## src/rtl/asf_pkg.sv

```systemverilog
package asf_pkg;

  // Host register selects; values are the host address
  typedef enum logic [1:0] {
    REG_CTRL  = 2'd0,
    REG_STAT  = 2'd1,
    REG_LEVEL = 2'd2,
    REG_DATA  = 2'd3
  } regSel_e;

  // Control bit positions
  localparam int CTRL_TXHOLD  = 0;
  localparam int CTRL_RXHOLD  = 1;
  localparam int CTRL_TXIEN   = 2;
  localparam int CTRL_RXIEN   = 3;
  localparam int CTRL_PORTRST = 8;

  // Status bit positions (decoded by host software)
  localparam int STAT_TXCNT_LSB = 24;
  localparam int STAT_TXOVR     = 20;
  localparam int STAT_TXREQ     = 16;
  localparam int STAT_RXCNT_LSB = 8;
  localparam int STAT_RXUND     = 4;
  localparam int STAT_RXREQ     = 0;

  // Level register field positions
  localparam int LVL_TX_LSB = 0;
  localparam int LVL_RX_LSB = 8;

  // Strobes from control to datapath
  typedef struct packed {
    logic txPush;
    logic txPop;
    logic txClear;
    logic rxPush;
    logic rxPop;
    logic rxClear;
  } qStrobe_t;

  // Control state made visible to the top for the checker
  typedef struct packed {
    logic txHold;
    logic rxHold;
    logic txReqFlag;
    logic rxReqFlag;
    logic txOverrun;
    logic rxUnderrun;
  } ctrlView_t;

endpackage

```

## src/rtl/asf_queue.sv

```systemverilog
module asf_queue #(
  parameter int DEPTH = 32,
  parameter int WIDTH = 16,
  localparam int PTR_W = $clog2(DEPTH),
  localparam int CNT_W = PTR_W + 1
) (
  input  logic             clk,
  input  logic             rstN,
  input  logic             clear,
  input  logic             push,
  input  logic [WIDTH-1:0] pushData,
  input  logic             pop,
  output logic [WIDTH-1:0] headData,
  output logic [CNT_W-1:0] count
);

  localparam logic [CNT_W-1:0] FULL_C = CNT_W'(DEPTH);
  localparam logic [PTR_W-1:0] LAST_C = PTR_W'(DEPTH - 1);

  logic [WIDTH-1:0] mem [DEPTH];
  logic [PTR_W-1:0] wrPtr;
  logic [PTR_W-1:0] rdPtr;
  logic             doPush;
  logic             doPop;

  assign doPush = push && (count != FULL_C) && !clear;
  assign doPop  = pop && (count != '0) && !clear;
  assign headData = mem[rdPtr];

  always_ff @(posedge clk or negedge rstN) begin
    if (!rstN) begin
      wrPtr <= '0;
      rdPtr <= '0;
      count <= '0;
    end else if (clear) begin
      wrPtr <= '0;
      rdPtr <= '0;
      count <= '0;
    end else begin
      if (doPush) wrPtr <= (wrPtr == LAST_C) ? '0 : wrPtr + 1'b1;
      if (doPop)  rdPtr <= (rdPtr == LAST_C) ? '0 : rdPtr + 1'b1;
      count <= count + CNT_W'(doPush) - CNT_W'(doPop);
    end
  end

  always_ff @(posedge clk) begin
    if (doPush) mem[wrPtr] <= pushData;
  end

endmodule

```

## src/rtl/asf_datapath.sv

```systemverilog
module asf_datapath
  import asf_pkg::*;
#(
  parameter int DEPTH    = 32,
  parameter int SAMPLE_W = 16,
  localparam int CNT_W = $clog2(DEPTH) + 1
) (
  input  logic                clk,
  input  logic                rstN,
  input  qStrobe_t            strobe,
  input  logic [SAMPLE_W-1:0] txPushData,
  input  logic [SAMPLE_W-1:0] rxPushData,
  output logic [SAMPLE_W-1:0] txHead,
  output logic [SAMPLE_W-1:0] rxHead,
  output logic [CNT_W-1:0]    txCount,
  output logic [CNT_W-1:0]    rxCount
);

  asf_queue #(.DEPTH(DEPTH), .WIDTH(SAMPLE_W)) txQueue_i (
    .clk      (clk),
    .rstN     (rstN),
    .clear    (strobe.txClear),
    .push     (strobe.txPush),
    .pushData (txPushData),
    .pop      (strobe.txPop),
    .headData (txHead),
    .count    (txCount)
  );

  asf_queue #(.DEPTH(DEPTH), .WIDTH(SAMPLE_W)) rxQueue_i (
    .clk      (clk),
    .rstN     (rstN),
    .clear    (strobe.rxClear),
    .push     (strobe.rxPush),
    .pushData (rxPushData),
    .pop      (strobe.rxPop),
    .headData (rxHead),
    .count    (rxCount)
  );

endmodule

```

## src/rtl/asf_ctrl.sv

```systemverilog
module asf_ctrl
  import asf_pkg::*;
#(
  parameter int DEPTH    = 32,
  parameter int SAMPLE_W = 16,
  parameter int WORD_W   = 32,
  localparam int LVL_W = $clog2(DEPTH),
  localparam int CNT_W = LVL_W + 1
) (
  input  logic                clk,
  input  logic                rstN,
  input  logic [1:0]          hostAddr,
  input  logic                hostWr,
  input  logic                hostRd,
  input  logic [WORD_W-1:0]   hostWdata,
  output logic [WORD_W-1:0]   hostRdata,
  input  logic                txTake,
  input  logic                rxPut,
  input  logic [CNT_W-1:0]    txCount,
  input  logic [CNT_W-1:0]    rxCount,
  input  logic [SAMPLE_W-1:0] rxHead,
  output qStrobe_t            strobe,
  output logic                txReqIrq,
  output logic                rxReqIrq,
  output ctrlView_t           view,
  output logic [LVL_W-1:0]    txLevel,
  output logic [LVL_W-1:0]    rxLevel
);

  localparam logic [CNT_W-1:0] FULL_C    = CNT_W'(DEPTH);
  localparam logic [LVL_W-1:0] TXLVL_RST = LVL_W'(DEPTH / 2 - 1);

  regSel_e sel;
  logic wrCtrl, wrStat, wrLevel, wrData, rdData, portClear;
  logic txHold, rxHold, txIrqEn, rxIrqEn;
  logic txReqFlag, rxReqFlag, txOverrun, rxUnderrun;
  logic txSet, rxSet, ovrSet, undSet;
  logic keepTxReq, keepRxReq, keepOvr, keepUnd;
  logic rxEmpty;
  logic unusedWdata;

  assign sel       = regSel_e'(hostAddr);
  assign wrCtrl    = hostWr && (sel == REG_CTRL);
  assign wrStat    = hostWr && (sel == REG_STAT);
  assign wrLevel   = hostWr && (sel == REG_LEVEL);
  assign wrData    = hostWr && (sel == REG_DATA);
  assign rdData    = hostRd && (sel == REG_DATA);
  assign portClear = wrCtrl && hostWdata[CTRL_PORTRST];
  assign rxEmpty   = (rxCount == '0);
  assign unusedWdata = ^hostWdata;

  // Strobes toward the queues
  always_comb begin
    strobe         = '0;
    strobe.txPush  = wrData && !txHold;
    strobe.txPop   = txTake;
    strobe.txClear = txHold || portClear;
    strobe.rxPush  = rxPut && !rxHold;
    strobe.rxPop   = rdData;
    strobe.rxClear = rxHold || portClear;
  end

  // Flag set conditions (threshold and error events)
  assign txSet  = !txHold && (txCount <= {1'b0, txLevel});
  assign rxSet  = !rxHold && (rxCount > {1'b0, rxLevel});
  assign ovrSet = wrData && !txHold && (txCount == FULL_C);
  assign undSet = rdData && rxEmpty;

  // Write-zero-to-clear on status
  assign keepTxReq = !(wrStat && !hostWdata[STAT_TXREQ]);
  assign keepRxReq = !(wrStat && !hostWdata[STAT_RXREQ]);
  assign keepOvr   = !(wrStat && !hostWdata[STAT_TXOVR]);
  assign keepUnd   = !(wrStat && !hostWdata[STAT_RXUND]);

  always_ff @(posedge clk or negedge rstN) begin
    if (!rstN) begin
      txHold     <= 1'b1;
      rxHold     <= 1'b1;
      txIrqEn    <= 1'b0;
      rxIrqEn    <= 1'b0;
      txLevel    <= TXLVL_RST;
      rxLevel    <= '0;
      txReqFlag  <= 1'b0;
      rxReqFlag  <= 1'b0;
      txOverrun  <= 1'b0;
      rxUnderrun <= 1'b0;
    end else if (portClear) begin
      txHold     <= 1'b1;
      rxHold     <= 1'b1;
      txIrqEn    <= 1'b0;
      rxIrqEn    <= 1'b0;
      txLevel    <= TXLVL_RST;
      rxLevel    <= '0;
      txReqFlag  <= 1'b0;
      rxReqFlag  <= 1'b0;
      txOverrun  <= 1'b0;
      rxUnderrun <= 1'b0;
    end else begin
      if (wrCtrl) begin
        txHold  <= hostWdata[CTRL_TXHOLD];
        rxHold  <= hostWdata[CTRL_RXHOLD];
        txIrqEn <= hostWdata[CTRL_TXIEN];
        rxIrqEn <= hostWdata[CTRL_RXIEN];
      end
      if (wrLevel) begin
        txLevel <= hostWdata[LVL_TX_LSB +: LVL_W];
        rxLevel <= hostWdata[LVL_RX_LSB +: LVL_W];
      end
      txReqFlag  <= (txReqFlag && keepTxReq) || txSet;
      rxReqFlag  <= (rxReqFlag && keepRxReq) || rxSet;
      txOverrun  <= (txOverrun && keepOvr) || ovrSet;
      rxUnderrun <= (rxUnderrun && keepUnd) || undSet;
    end
  end

  assign txReqIrq = txReqFlag && txIrqEn;
  assign rxReqIrq = rxReqFlag && rxIrqEn;

  always_comb begin
    view            = '0;
    view.txHold     = txHold;
    view.rxHold     = rxHold;
    view.txReqFlag  = txReqFlag;
    view.rxReqFlag  = rxReqFlag;
    view.txOverrun  = txOverrun;
    view.rxUnderrun = rxUnderrun;
  end

  // Host read mux
  always_comb begin
    hostRdata = '0;
    unique case (sel)
      REG_CTRL: begin
        hostRdata[CTRL_TXHOLD] = txHold;
        hostRdata[CTRL_RXHOLD] = rxHold;
        hostRdata[CTRL_TXIEN]  = txIrqEn;
        hostRdata[CTRL_RXIEN]  = rxIrqEn;
      end
      REG_STAT: begin
        hostRdata[STAT_TXCNT_LSB +: CNT_W] = txCount;
        hostRdata[STAT_RXCNT_LSB +: CNT_W] = rxCount;
        hostRdata[STAT_TXREQ] = txReqFlag;
        hostRdata[STAT_RXREQ] = rxReqFlag;
        hostRdata[STAT_TXOVR] = txOverrun;
        hostRdata[STAT_RXUND] = rxUnderrun;
      end
      REG_LEVEL: begin
        hostRdata[LVL_TX_LSB +: LVL_W] = txLevel;
        hostRdata[LVL_RX_LSB +: LVL_W] = rxLevel;
      end
      REG_DATA: begin
        if (!rxEmpty) hostRdata[WORD_W-1 -: SAMPLE_W] = rxHead;
      end
      default: hostRdata = '0;
    endcase
  end

endmodule

```

## src/rtl/audio_sample_fifo.sv

```systemverilog
module audio_sample_fifo
  import asf_pkg::*;
#(
  parameter int DEPTH    = 32,
  parameter int SAMPLE_W = 16,
  parameter int WORD_W   = 32
) (
  input  logic                clk,
  input  logic                rstN,
  input  logic [1:0]          hostAddr,
  input  logic                hostWr,
  input  logic                hostRd,
  input  logic [WORD_W-1:0]   hostWdata,
  output logic [WORD_W-1:0]   hostRdata,
  input  logic                txTake,
  output logic [SAMPLE_W-1:0] txSample,
  output logic                txAvail,
  input  logic                rxPut,
  input  logic [SAMPLE_W-1:0] rxSample,
  output logic                txReqIrq,
  output logic                rxReqIrq
);

  localparam int LVL_W = $clog2(DEPTH);
  localparam int CNT_W = LVL_W + 1;

  qStrobe_t            strobe;
  ctrlView_t           ctrlView;
  logic [CNT_W-1:0]    txCount;
  logic [CNT_W-1:0]    rxCount;
  logic [LVL_W-1:0]    txLevel;
  logic [LVL_W-1:0]    rxLevel;
  logic [SAMPLE_W-1:0] rxHead;

  asf_ctrl #(.DEPTH(DEPTH), .SAMPLE_W(SAMPLE_W), .WORD_W(WORD_W)) ctrl_i (
    .clk       (clk),
    .rstN      (rstN),
    .hostAddr  (hostAddr),
    .hostWr    (hostWr),
    .hostRd    (hostRd),
    .hostWdata (hostWdata),
    .hostRdata (hostRdata),
    .txTake    (txTake),
    .rxPut     (rxPut),
    .txCount   (txCount),
    .rxCount   (rxCount),
    .rxHead    (rxHead),
    .strobe    (strobe),
    .txReqIrq  (txReqIrq),
    .rxReqIrq  (rxReqIrq),
    .view      (ctrlView),
    .txLevel   (txLevel),
    .rxLevel   (rxLevel)
  );

  asf_datapath #(.DEPTH(DEPTH), .SAMPLE_W(SAMPLE_W)) datapath_i (
    .clk        (clk),
    .rstN       (rstN),
    .strobe     (strobe),
    .txPushData (hostWdata[WORD_W-1 -: SAMPLE_W]),
    .rxPushData (rxSample),
    .txHead     (txSample),
    .rxHead     (rxHead),
    .txCount    (txCount),
    .rxCount    (rxCount)
  );

  assign txAvail = (txCount != '0);

endmodule

```

## config.mk

```make
export PLATFORM = sky130hd
export DESIGN_NAME = audio_sample_fifo
export DESIGN_NICKNAME = d
export VERILOG_FILES = /design/src/rtl/asf_pkg.sv /design/src/rtl/asf_queue.sv /design/src/rtl/asf_datapath.sv /design/src/rtl/asf_ctrl.sv /design/src/rtl/audio_sample_fifo.sv
export SDC_FILE = /design/constraint.sdc
export NUM_CORES = 1
export LEC_CHECK = 0
export BUFFER_PORTS_ARGS = -buffer_cell sky130_fd_sc_hd__buf_2
export CAP_MARGIN = 10
export CORE_ASPECT_RATIO = 0.8
export CORE_MARGIN = 10
export CORE_UTILIZATION = 65
export CTS_CLUSTER_SIZE = 10
export DETAILED_ROUTE_END_ITERATION = 12
export PLACE_DENSITY = 0.82
export SKIP_LAST_GASP = 1
export SYNTH_ARGS = -nofsm -noshare
export SYNTH_HDL_FRONTEND = slang
export SYNTH_SLANG_ARGS = --single-unit
```

## constraint.sdc

```tcl
create_clock -name clk -period 8.1 [get_ports clk]
set_input_delay 1.62 -clock clk [delete_from_list [all_inputs] [get_ports clk]]
set_output_delay 1.62 -clock clk [all_outputs]
set_load 0.01 [all_outputs]
```

==> results of run 1 <==
stage by stage:
stage               total power (uW)  instance area [um^2]  std cells
floorplan                       7740                 42700       2087
global placement                8160                 44200       2969
detailed placement              8250                 44200       2969
CTS                            12900                 47400       3121
global route                   13300                 47500       3130
finish                         12900                 47600       3131
how the worst max path moves through the flow:
stage / cells after the start / start / slack (ns) / endpoint
finish: 7 / datapath_i.rxQueue_i.rdPtr[0] / 2.13 / hostRdata[27]
global route: 7 / datapath_i.rxQueue_i.rdPtr[0] / 1.92 / hostRdata[27]
CTS: 7 / datapath_i.rxQueue_i.rdPtr[0] / 2.14 / hostRdata[27]
detailed placement: 6 / hostAddr[0] / 2.44 / hostRdata[18]
global placement: 6 / hostAddr[0] / 2.61 / hostRdata[18]
floorplan: 16 / hostAddr[0] / 3.71 / datapath_i.txQueue_i.count[4]
Yosys cell counts, drive strengths merged (9+ instances only):
library cell / n / share of area
a21oi: 42 / 0.0049
nand3b: 9 / 0.0016
a22oi: 14 / 0.0025
o21ai: 19 / 0.0022
nand2: 75 / 0.0066
nand2b: 10 / 0.0015
inv: 36 / 0.0032
ha: 47 / 0.014
o22ai: 16 / 0.0023
edfxtp: 1024 / 0.72
nor2: 129 / 0.011
mux2: 33 / 0.0087
o211ai: 9 / 0.0016
nand3: 13 / 0.0015
buf: 56 / 0.0082
a221oi: 16 / 0.0033
nor2b: 15 / 0.0022
mux4: 264 / 0.14
a22o: 19 / 0.0039
dfrtp: 44 / 0.026
a211oi: 9 / 0.0016
clkbuf: 57 / 0.0050
mux2i: 44 / 0.010
final cells by class:
| type | count | area share |
|---|---|---|
| antenna | 3 | 0.000158 |
| multi-input combinational | 864 | 0.212 |
| timing repair buffer | 152 | 0.0219 |
| inverter | 36 | 0.00284 |
| clock inverter | 6 | 0.00279 |
| clock buffer | 146 | 0.0648 |
| tap | 850 | 0.0224 |
| sequential | 1074 | 0.674 |
flip-flops by register name (all words and copies together) (netlist names), 5 cells and up:
| name | flops |
|---|---|
| datapath_i.rxQueue_i.mem | 512 |
| datapath_i.txQueue_i.mem | 512 |
| datapath_i.rxQueue_i.count | 6 |
| datapath_i.txQueue_i.count | 6 |
| ctrl_i.rxLevel | 5 |
| ctrl_i.txLevel | 5 |
| datapath_i.rxQueue_i.rdPtr | 5 |
| datapath_i.rxQueue_i.wrPtr | 5 |
| datapath_i.txQueue_i.rdPtr | 5 |
| datapath_i.txQueue_i.wrPtr | 5 |
report_power, final:
| part | internal (uW) | total, uW | leakage, uW | switching, uW |
|---|---|---|---|---|
| sequential | 6180 | 6360 | 0.00984 | 182 |
| combinational | 900 | 1860 | 0.00368 | 961 |
| clock | 2630 | 4710 | 0.00155 | 2080 |
per-layer routing:
metal | share of wire | global-route usage | wire, um
met5 | 0.00032 | 0 | 35
met2 | 0.48 | 0.442 | 52600
met1 | 0.34 | 0.391 | 38000
met4 | 0.045 | 0.122 | 4980
met3 | 0.14 | 0.0771 | 15000
worst min-delay path: stages, from the launching register on:
cell and delay (ns):
dfstp_2 0.39, nand2_1 0.06, o21ai_1 0.06
cells by family after synthesis:
logic type      after synthesis  synth area share
buf+inv                     149            0.0164
xor+xnor                      8           0.00164
mux                         341             0.158
other cells                   1         0.0000878
flops                      1074             0.750
simple gates                290            0.0316
fa+ha+maj                    49            0.0147
compound gates              171            0.0275
==> metrics.cfg, run 1 <==
[finish]
nFillCells = 3234
nNetsFinal = 2350
final_common_cell = edfxtp_1
multiInputGateArea_um2 = 10100
seq_area_um2 = 32000
post-route-util = 0.736
mostFrequentLayoutCells = edfxtp_1 (1024), mux4_2 (264), clkbuf_16 (119)
area_delta_synth_final_pct = 11.4
final_layout_size_suffix_gt1_frac = 0.266

[critical_path]
worst-path-buf-inv = 2
worstSetupPathType = flop to output pin
reg2reg_slack_ns = 4.32
timing.rr.end = datapath_i.txQueue_i.mem[5][0]
required_ns = 6.48
r2r_start = datapath_i.txQueue_i.count[3]
cp_cell_sequence = buf_4 > mux4_2 > o22ai_1 > a21oi_1 > a2111oi_0 > a211oi_1 > buf_2
r2r_cells = 7
startpoint_type = flop
cp-end-kind = output pin
critPathMaxStageDelay_ns = 0.97
path_delay_family = compound AO/OA/AOI/OAI gates
worstPathArrival_ns = 4.35
slowest_stage = dfrtp_4
critPathMaxFanout = 50

[clocking]
cts_buffer_depth = 3
clk_latency_ns = 0.69
cts_root_buf = clkbuf_16
cts_hold_buf = 0
cts_sinks = 1074
cts_tree = built
clk_pin_slew_worst_paths_ns = 0.06
cts-resized-gates = 0
cts_post_setup_buffers_inserted = 0
htreeDepth = 3
cts_inserted_buffers = 117

[pwr]
leakage_uw = 0.0151
irDropWorstVdd_mv = 0.221
power_density_nw_per_um2 = 272

[timing]
fin_worst_skew_ns = 0.0597
post-route-min-period_ns = 5.97
worst_pin_slew_ns = 1.35
fin_ws_ns = 2.13
tns_ns = 0
finalCritPeriodShare = 0.737
finalSetupViolations = 0
hold_viol_final = 0
slew_violations = 0
max_freq_ghz = 0.168
relSlewSlack = 0.103
rsz0062_at_grt = no
holdWs_ns = 0.502

[synth]
ys_ff_latch = 1074
synth_warnings = 0
synth_area_um2 = 42700
synth_edf_count = 1024
synth-async-reset-ratio = 0.0466
synth_seq_area_share = 0.750
synthCells = 2083
syn_avg_cell_area_um2 = 20.5
synthFlopType = edfxtp_1
ys_types = 57

[route]
detailroute.via_count = 23113
first_pass_iters = 6
wirelength_um = 111000
ant_nets = 0
drcViolationCount = 0
routedWlPerCell_um = 35.3
drt-initial-drc-count = 3799
vias_per_cell = 7.38

[floorplanning]
die_w_um = 307
start_util = 0.661
die_y_um = 249
ios = 107
fp.coreArea_um2 = 64600
fp-row-count = 83
die-area_um2 = 76400

[global_routing]
gr-total-overflow = 0
grt_use_total = 0.288
antenna_found_initial = 5
grt_max_degree = 105
grt_pass1_vias = 23360
grt_pass1_wl_um = 161000

[hold_path]
min_from = ctrl_i.txHold
hold_depth = 2
hp-class = flop to flop
hold_path_end = ctrl_i.txHold

[job]
maxCapViolCount = 0

[placement]
dp_hpwl_um = 56700
finalWeightedCongestion = 0.845
portBuffers = 95
preCtsSetupSlack_ns = 2.44

[outcome]
status = finished clean

No activity file was read; power rests on OpenSTA's default activity.
==> run 2, diff against run 1 <==
--- a/config.mk
+++ b/config.mk
@@ -9,10 +9,10 @@
 export CAP_MARGIN = 10
 export CORE_ASPECT_RATIO = 0.8
 export CORE_MARGIN = 10
-export CORE_UTILIZATION = 65
+export CORE_UTILIZATION = 56
 export CTS_CLUSTER_SIZE = 10
 export DETAILED_ROUTE_END_ITERATION = 12
-export PLACE_DENSITY = 0.82
+export PLACE_DENSITY = 0.75
 export SKIP_LAST_GASP = 1
 export SYNTH_ARGS = -nofsm -noshare
 export SYNTH_HDL_FRONTEND = slang
==> constraint.sdc (replaced) <==
create_clock -name clk -period 4.79 [get_ports clk]
set_input_delay 0.958 -clock clk [delete_from_list [all_inputs] [get_ports clk]]
set_output_delay 0.958 -clock clk [all_outputs]
set_load 0.01 [all_outputs]
==> metrics.cfg, run 2 (synthesized netlist as in run 1, its figures left out) <==
[outcome]
status = finished clean

[timing]
post-route-min-period_ns = 4.48
fin_worst_skew_ns = 0.0503  ; -0.00935 ns
tns_ns = 0  ; unchanged
finalSetupViolations = 0  ; unchanged
hold_viol_final = 0  ; unchanged
slew_violations = 0  ; unchanged
max_freq_ghz = 0.223
rsz0062_at_grt = no
relSlewSlack = 0.168  ; +0.0651
worst_pin_slew_ns = 1.25  ; -0.0976 ns
holdWs_ns = 0.155  ; -0.347 ns
finalCritPeriodShare = 0.935

[route]
wirelength_um = 99600  ; -10%
ant_nets = 0  ; unchanged
drcViolationCount = 0  ; unchanged
routedWlPerCell_um = 29.9  ; -15%
detailroute.via_count = 21833  ; -5.5%
vias_per_cell = 6.55  ; -11%
first_pass_iters = 6  ; unchanged
drt-initial-drc-count = 2872  ; -24%

[floorplanning]
die_w_um = 329  ; +7.2%
ios = 107  ; unchanged
die-area_um2 = 87700  ; +15%
fp-row-count = 90  ; +8.4%
die_y_um = 267  ; +7.1%
fp.coreArea_um2 = 75400  ; +17%
start_util = 0.566  ; -0.0951

[global_routing]
grt_max_degree = 62  ; -41%
grt_pass1_vias = 22721  ; -2.7%
grt_pass1_wl_um = 149000  ; -7.9%
antenna_found_initial = 6  ; +1
grt_use_total = 0.229  ; -0.0594
gr-total-overflow = 0  ; unchanged

[pwr]
switching_share = 0.242  ; -0.00779
power_frac_clock = 0.362  ; -0.002
leakage_uw = 0.0153  ; +1.5%
power_frac_seq = 0.492  ; about the same
combPwrFrac = 0.145  ; about the same
power_density_nw_per_um2 = 453  ; +67%
power_uw = 21800  ; +68%
irDropWorstVdd_mv = 0.320  ; +44%
p_sw_uw = 5260  ; +63%
p_int_uw = 16500  ; +70%

[hold_path]
hp-class = input pin to asynchronous set/reset pin

[finish]
layout.cells.non_filler = 3332  ; +6.4%
area_delta_synth_final_pct = 12.6
multiInputGateArea_um2 = 10000  ; -0.20%
reg_top3 = datapath_i.rxQueue_i.mem x512, datapath_i.txQueue_i.mem x512
final_layout_size_suffix_gt1_frac = 0.278  ; +0.0112
nFillCells = 4896  ; +51%
nNetsFinal = 2391  ; +1.7%
final_common_cell = edfxtp_1
post-route-util = 0.637  ; -0.0991
mostFrequentLayoutCells = edfxtp_1 (1024), mux4_2 (264), clkbuf_16 (120)
seq_area_um2 = 32000  ; unchanged

[job]
maxCapViolCount = 0  ; unchanged

[critical_path]
startpoint_type = flop
critPathMaxFanout = 56  ; +12%
cp-end-kind = output pin
worstPathArrival_ns = 3.52  ; -0.83 ns
required_ns = 3.83  ; -2.65 ns
worstSetupPathType = flop to output pin

[placement]
dp_hpwl_um = 56800  ; +0.11%
finalWeightedCongestion = 0.814  ; -3.6%
post-place-cells = 3175  ; +6.9%
portBuffers = 95  ; unchanged

[clocking]
cts_sinks = 1074  ; unchanged
clk_latency_ns = 0.69  ; about the same
clk_pin_slew_worst_paths_ns = 0.06  ; about the same
cts_tree = built
cts-resized-gates = 0  ; unchanged
htreeDepth = 3  ; unchanged
cts_buffer_depth = 3  ; unchanged
cts_hold_buf = 0  ; unchanged
cts_inserted_buffers = 118  ; +0.85%
cts_root_buf = clkbuf_16

run 2: cell types whose count changed in the layout (fill, tap and decap cells not counted), sizes merged:
cell      change
buf          +40
clkbuf        -4
clkinv        -2
clkinvlp      +2
inv           +2
diode         +1
run 2: per-stage QoR:
stage | instance area [um^2] | setup WS [ns]
floorplan | 42700 | 1.06
global placement | 44800 | 0.692
detailed placement | 44800 | 0.640
CTS | 48000 | 0.0689
global route | 48100 | 0.112
finish | 48100 | 0.312
run 2: routing by layer:
layer  global-route usage  vias to the layer above  routed length (um)
met5                    0                        -                  43
met4               0.0722                        6                2570
met3               0.0585                      190               11600
met2                0.351                     1342               47300
met1                0.322                    11393               38100
li1                     -                     8902                   -
run 2: critical path, stage by stage, from the launching register on:
cell     delay, ns
dfrtp_4       1.02
buf_12        0.35
mux4_2        0.41
mux4_2        0.57
mux2_2        0.29
buf_2         0.16
run 2: power groups by stage:
stage | Sequential, uW | Combinational, uW | Clock (uW)
after floorplan | 10700 | 2380 | 0
after global placement | 10900 | 2960 | 0
after detailed placement | 10900 | 3050 | 0
after CTS | 10700 | 3140 | 7980
after global routing | 10700 | 3420 | 8350
final | 10700 | 3170 | 7890
run 2: worst paths after layout:
check	from	endpoint	slack, ns	depth (start not counted)
worst min register to register	ctrl_i.rxHold	ctrl_i.rxHold	0.50	2
worst max-delay path	datapath_i.txQueue_i.rdPtr[1]	txSample[3]	0.31	5
worst min-delay path	rstN	datapath_i.rxQueue_i.count[3]	0.15	1
max in group asynchronous	rstN	ctrl_i.txLevel[1]	4.07	2
min in group clk	ctrl_i.rxHold	ctrl_i.rxHold	0.50	2
worst max register to register	datapath_i.rxQueue_i.count[2]	datapath_i.rxQueue_i.count[4]	1.50	14
run 2: layout make-up:
| cell class | count | area share |
|---|---|---|
| antenna | 4 | 0.000208 |
| clock inverter | 8 | 0.00266 |
| clock buffer | 142 | 0.0644 |
| timing repair buffer | 192 | 0.0282 |
| inverter | 36 | 0.00281 |
| multi-input combinational | 864 | 0.209 |
| sequential | 1074 | 0.666 |
| tap | 1012 | 0.0263 |
run 2: what timing repair did:
item | 4_1_cts | 5_1_grt
pin swaps | 0 | 0
setup buffers | 1 | 1
endpoints found under the setup margin | 2 | 1
